**config.mk**
```make
export PLATFORM = sky130hd
export DESIGN_NAME = mmd_indirect_engine
export DESIGN_NICKNAME = d
export VERILOG_FILES = /design/src/rtl/mmd_pkg.sv /design/src/rtl/mmd_req_hold.sv /design/src/rtl/mmd_step_mux.sv /design/src/rtl/mmd_seq_ctrl.sv /design/src/rtl/mmd_indirect_engine.sv
export SDC_FILE = /design/constraint.sdc
export NUM_CORES = 1
export LEC_CHECK = 0
export BUFFER_PORTS_ARGS = -buffer_cell sky130_fd_sc_hd__buf_4
export CAP_MARGIN = 20
export CORE_UTILIZATION = 44
export CTS_CLUSTER_SIZE = 10
export DETAILED_ROUTE_END_ITERATION = 12
export PLACE_DENSITY = 0.86
export SLEW_MARGIN = 40
export SYNTH_ARGS = -nofsm -noshare
export SYNTH_HDL_FRONTEND = slang
export SYNTH_HIERARCHICAL = 1
export SYNTH_SLANG_ARGS = --single-unit
```
**constraint.sdc**
```tcl
create_clock -name clk -period 1.75 [get_ports clk]
set_clock_uncertainty 0.15 [all_clocks]
set_input_delay 0.2625 -clock clk [delete_from_list [all_inputs] [get_ports clk]]
set_output_delay 0.2625 -clock clk [all_outputs]
set_load 0.02 [all_outputs]
```
**src/rtl/mmd_pkg.sv**
```systemverilog
package mmd_pkg;
  localparam int DEV_W  = 5;
  localparam int DATA_W = 16;
  localparam int REG_W  = 5;
  localparam int MODE_W = 2;
  localparam logic [REG_W-1:0] WIN_CTRL_REG = 5'h0D;
  localparam logic [REG_W-1:0] WIN_DATA_REG = 5'h0E;
  localparam logic [MODE_W-1:0] FN_ADDRESS = 2'b00;
  localparam logic [MODE_W-1:0] FN_NOINC   = 2'b01;

  typedef enum logic [1:0] {
    STEP_ADDR_FN  = 2'd0,
    STEP_ADDR_VAL = 2'd1,
    STEP_DATA_FN  = 2'd2,
    STEP_DATA_VAL = 2'd3
  } step_e;

  typedef enum logic [1:0] {
    ST_IDLE = 2'd0,
    ST_RUN  = 2'd1,
    ST_FIN  = 2'd2
  } state_e;

  typedef struct packed {
    logic              wr;
    logic [DEV_W-1:0]  dev;
    logic [DATA_W-1:0] addr;
    logic [MODE_W-1:0] mode;
    logic [DATA_W-1:0] wdata;
  } acc_req_t;
endpackage

```
**src/rtl/mmd_req_hold.sv**
```systemverilog
module mmd_req_hold
  import mmd_pkg::*;
(
  input  logic              clk,
  input  logic              rst_n,
  input  logic              cap_req,
  input  acc_req_t          req_in,
  input  logic              cap_rd,
  input  logic [DATA_W-1:0] rd_in,
  output acc_req_t          req_q,
  output logic [DATA_W-1:0] rd_q
);
  acc_req_t          req_d;
  logic [DATA_W-1:0] rd_d;

  always_comb begin
    req_d = req_q;
    if (cap_req) req_d = req_in;
  end

  always_comb begin
    rd_d = rd_q;
    if (cap_rd) rd_d = rd_in;
  end

  always_ff @(posedge clk or negedge rst_n) begin
    if (!rst_n) begin
      req_q <= '0;
      rd_q  <= '0;
    end else begin
      req_q <= req_d;
      rd_q  <= rd_d;
    end
  end
endmodule

```
**src/rtl/mmd_step_mux.sv**
```systemverilog
module mmd_step_mux
  import mmd_pkg::*;
(
  input  step_e             step,
  input  acc_req_t          req,
  output logic [REG_W-1:0]  reg_o,
  output logic              we_o,
  output logic [DATA_W-1:0] data_o
);
  localparam int PAD_W = DATA_W - MODE_W - DEV_W;

  logic [MODE_W-1:0] mode_eff;

  always_comb begin
    mode_eff = (req.mode == FN_ADDRESS) ? FN_NOINC : req.mode;
  end

  always_comb begin
    reg_o  = WIN_CTRL_REG;
    we_o   = 1'b1;
    data_o = '0;
    unique case (step)
      STEP_ADDR_FN: begin
        reg_o  = WIN_CTRL_REG;
        data_o = {FN_ADDRESS, {PAD_W{1'b0}}, req.dev};
      end
      STEP_ADDR_VAL: begin
        reg_o  = WIN_DATA_REG;
        data_o = req.addr;
      end
      STEP_DATA_FN: begin
        reg_o  = WIN_CTRL_REG;
        data_o = {mode_eff, {PAD_W{1'b0}}, req.dev};
      end
      STEP_DATA_VAL: begin
        reg_o  = WIN_DATA_REG;
        we_o   = req.wr;
        data_o = req.wdata;
      end
      default: ;
    endcase
  end
endmodule

```
**src/rtl/mmd_seq_ctrl.sv**
```systemverilog
module mmd_seq_ctrl
  import mmd_pkg::*;
(
  input  logic  clk,
  input  logic  rst_n,
  input  logic  start,
  input  logic  ack,
  input  logic  ack_err,
  output logic  accept,
  output logic  last_ok,
  output step_e step,
  output logic  busy,
  output logic  done,
  output logic  err,
  output logic  xact_req
);
  state_e state_q, state_d;
  step_e  step_d;
  logic   err_d;
  logic   step_en;

  always_comb begin
    state_d = state_q;
    step_d  = step;
    err_d   = err;
    step_en = 1'b0;
    accept  = 1'b0;
    last_ok = 1'b0;
    unique case (state_q)
      ST_IDLE: begin
        if (start) begin
          accept  = 1'b1;
          state_d = ST_RUN;
          step_en = 1'b1;
          step_d  = STEP_ADDR_FN;
          err_d   = 1'b0;
        end
      end
      ST_RUN: begin
        if (ack) begin
          if (ack_err) begin
            state_d = ST_FIN;
            err_d   = 1'b1;
          end else if (step == STEP_DATA_VAL) begin
            state_d = ST_FIN;
            last_ok = 1'b1;
          end else begin
            step_en = 1'b1;
            step_d  = step_e'(step + 2'd1);
          end
        end
      end
      ST_FIN:  state_d = ST_IDLE;
      default: state_d = ST_IDLE;
    endcase
  end

  always_ff @(posedge clk or negedge rst_n) begin
    if (!rst_n) begin
      state_q <= ST_IDLE;
      step    <= STEP_ADDR_FN;
      err     <= 1'b0;
    end else begin
      state_q <= state_d;
      err     <= err_d;
      if (step_en) step <= step_d;
    end
  end

  assign busy     = (state_q == ST_RUN);
  assign xact_req = (state_q == ST_RUN);
  assign done     = (state_q == ST_FIN);
endmodule

```
**src/rtl/mmd_indirect_engine.sv**
```systemverilog
module mmd_indirect_engine
  import mmd_pkg::*;
(
  input  logic              clk,
  input  logic              rst_n,
  input  logic              req_valid,
  input  logic              req_write,
  input  logic [DEV_W-1:0]  req_dev,
  input  logic [DATA_W-1:0] req_addr,
  input  logic [MODE_W-1:0] req_mode,
  input  logic [DATA_W-1:0] req_wdata,
  output logic              busy,
  output logic              done,
  output logic              err,
  output logic [DATA_W-1:0] rd_data,
  output logic              mgmt_req,
  output logic              mgmt_we,
  output logic [REG_W-1:0]  mgmt_reg,
  output logic [DATA_W-1:0] mgmt_wdata,
  input  logic              mgmt_ack,
  input  logic              mgmt_err,
  input  logic [DATA_W-1:0] mgmt_rdata
);
  acc_req_t req_in, req_q;
  step_e    step;
  logic     accept, last_ok, cap_rd;

  assign req_in = '{wr: req_write, dev: req_dev, addr: req_addr,
                    mode: req_mode, wdata: req_wdata};
  assign cap_rd = last_ok & ~req_q.wr;

  mmd_seq_ctrl u_ctrl (
    .clk      (clk),
    .rst_n    (rst_n),
    .start    (req_valid),
    .ack      (mgmt_ack),
    .ack_err  (mgmt_err),
    .accept   (accept),
    .last_ok  (last_ok),
    .step     (step),
    .busy     (busy),
    .done     (done),
    .err      (err),
    .xact_req (mgmt_req)
  );

  mmd_req_hold u_hold (
    .clk     (clk),
    .rst_n   (rst_n),
    .cap_req (accept),
    .req_in  (req_in),
    .cap_rd  (cap_rd),
    .rd_in   (mgmt_rdata),
    .req_q   (req_q),
    .rd_q    (rd_data)
  );

  mmd_step_mux u_mux (
    .step   (step),
    .req    (req_q),
    .reg_o  (mgmt_reg),
    .we_o   (mgmt_we),
    .data_o (mgmt_wdata)
  );
endmodule

```
==> impl_metrics.toml <==
[setup_path]
path_max_fanout = 4
cp_cell_sequence = "or3b_1, a32o_1, buf_6"
slowest_delay_ps = 420
endpoint_kind = "primary output"
crit_arrival_ps = 1510
cp-start-kind = "flip-flop"
required_ps = 1340
crit_path_top_delay_cell = "dfrtp_1"
path_class = "reg2out"

[synthesis]
yosys_register_bits = 61
synthCells = 199
synth-edff-count = 0
synth_top_cell_by_area = "dfrtp_1"
yosysTopAreaCellShare = 0.5500
async_flop_share = 1.000
synth_warnings = 6
seq_area_frac_synth = 0.5500
synthFlopType = "dfrtp_1"
synth_cell_type_count = 31
yosys-top-cells-area = "dfrtp_1, mux2_2, mux2_4, mux2i_1, nor2_1"
syn-cell-area_um2 = 2775
syn_avg_cell_area_um2 = 13.95

[power]
power.internal_uw = 4386
p_leak_uw = 0.002000
swShare = 0.3317
p_seq_frac = 0.361
pwr-share-clk = 0.195
comb_power_share = 0.444
p_sw_uw = 2177
power_density_nw_per_um2 = 1535
vdd_drop_max_mv = 0.7888

[layout]
diodes = 0
fin_util = 0.7139
drive_above_1_share = 0.6035
fin_cells = 418
fillers = 420
nets = 400
area_growth_pct = 54.10

[timing]
fmax_ghz = 0.5195
setup_tns_ps = -2433
whs_ps = 12.07
min_period_ps = 1925
hold_viol_final = 0
setup-violations-final = 33
layout_setup_ws_ps = -174.8
drv_slew = 0
final.period_utilization = 1.100
rsz0062_at_grt = "yes"

[floorplan]
die_area_um2 = 6628
start_util = 0.4632
rows = 28
pin_count = 103
dieHeight_um = 81.42
die_x_um = 81.42
core_area_um2 = 5991

[placement]
port_buffers = 99
post-place-ws_ps = -8.838
dp_hpwl_mm = 4.260
dp_cells = 367
gp_congestion = 0.8729

[grt]
grt_first_pass_wirelength_mm = 9.977
grt.total_usage = 0.2061
grt_overflow = 0
grt_pass1_vias = 2193
antenna_found_initial = 0
grt_max_degree = 34

[detailed_routing]
drc = 0
viasPerCell = 4.976
drt_wl_total_mm = 6.742
first_iter_violations = 39
vias = 2080
ant_nets = 0
wl_per_cell_um = 16.13
firstDrtPassIters = 4

[clock_tree]
numCtsBuffers = 9
numClockSinks = 61
cts.path.max_buffers = 2
clk_pin_slew_ps = 70
cts_tree = "yes"
cts-root-buf = "clkbuf_8"
cts_max_level = 3
clk_latency_ps = 330

[min_path]
hold_class = "in2reg"

[run_status]
status = "finished with violations"
violations = "setup timing"

[run]
maxCapViolations = 0
==> kinds of logic after synthesis <==
group,share of synthesized area
muxes,0.2953
and+or+nand+nor,0.05771
buffers and inverters,0.05365
adders and majority gates,0.004508
DFF,0.5500
AOI/OAI and AO/OA,0.03607
other,0.002706
==> layer usage <==
| layer | global-route usage | share of wire |
|---|---|---|
| met5 | 0 | 0 |
| met4 | 0.06964 | 0.0043 |
| met3 | 0.06889 | 0.064 |
| met2 | 0.3658 | 0.53 |
| met1 | 0.2299 | 0.40 |
==> Yosys cell counts (2+ instances only) <==
cell / instances
a21oi_1: 6
buf_4: 8
buf_6: 4
conb_1: 2
dfrtp_1: 61
inv_1: 3
mux2_2: 47
mux2_4: 10
mux2i_1: 14
nand2_1: 4
nor2_1: 18
o211ai_1: 3
==> critical path: cells and delay by family (launching register included) <==
kind,cells,cell delay (ps)
buffers and inverters,1,130
AO/OA/AOI/OAI,1,270
flip-flops,1,420
AND/OR/NAND/NOR,1,360
==> path summary, 6_finish.rpt <==
| kind | from | endpoint | slack [ps] | depth (start not counted) |
|---|---|---|---|---|
| worst min register to register | u_hold/req_q[8] | u_hold/req_q[8] | 360 | 1 |
| min in group asynchronous | rst_n | u_hold/req_q[1] | 240 | 2 |
| max in group asynchronous | rst_n | u_ctrl/step[1] | 700 | 3 |
| worst max register to register | u_ctrl/step[0] | u_hold/rd_q[7] | -90 | 6 |
| worst min-delay path | req_wdata[1] | u_hold/req_q[1] | 10 | 2 |
| worst max-delay path | u_ctrl/step[0] | mgmt_wdata[14] | -170 | 3 |
==> state kept, by name, indices dropped and copies added (netlist names) <==
| name | cells |
|---|---|
| u_ctrl/state_q | 2 |
| u_hold/rd_q | 16 |
| u_ctrl/step | 2 |
| u_hold/req_q | 40 |
| u_ctrl/err | 1 |
==> repair_timing <==
item,CTS,global route
setup buffers,7,2
gates cloned,2,2
hold buffers,13,11
setup endpoints to repair,22,34
gates resized for setup,15,11
endpoints found under the hold margin,41,11
pin swaps,7,4
==> cell type report <==
type | instances | area (µm²) | area share
Sequential cell | 61 | 1528 | 0.3572
Tap cell | 75 | 93.84 | 0.02194
Clock buffer | 12 | 165.2 | 0.03862
Multi-Input combinational cell | 120 | 1144 | 0.2674
Clock inverter | 4 | 45.04 | 0.01053
Inverter | 4 | 22.52 | 0.005266
Timing Repair Buffer | 142 | 1279 | 0.2990
==> power by group through the flow <==
| stage | sequential (µW) | clock, µW | combinational, µW |
|---|---|---|---|
| finish | 2370 | 1280 | 2920 |
| global route | 2440 | 1390 | 3100 |
| CTS | 2340 | 1310 | 2820 |
| detailed placement | 2350 | 0 | 2510 |
| global placement | 2310 | 0 | 2440 |
| floorplan | 2360 | 0 | 1590 |
==> metrics by stage <==
stage	instance area (µm²)	total power (µW)
global placement	3592	4745
finish	4277	6563
floorplan	2784	3954
CTS	4110	6482
global route	4277	6925
detailed placement	3592	4854
==> placed cells by master, fill, tap and decap left out, drive strengths merged <==
master	instances
o211ai	3
and4b	1
dfrtp	61
or2b	1
or3b	1
clkbuf	14
mux2	57
ha	1
mux2i	14
conb	3
buf	116
nand4bb	1
bufinv	1
dlygate4sd3	24
nor2b	2
a31oi	1
a22o	1
nor2	18
o311ai	1
clkinv	3
nand2b	1
a21oi	6
o21ai	1
a21o	1
a32o	1
nand2	4
nand3b	1
inv	4
(Power assumes the default switching activity.)
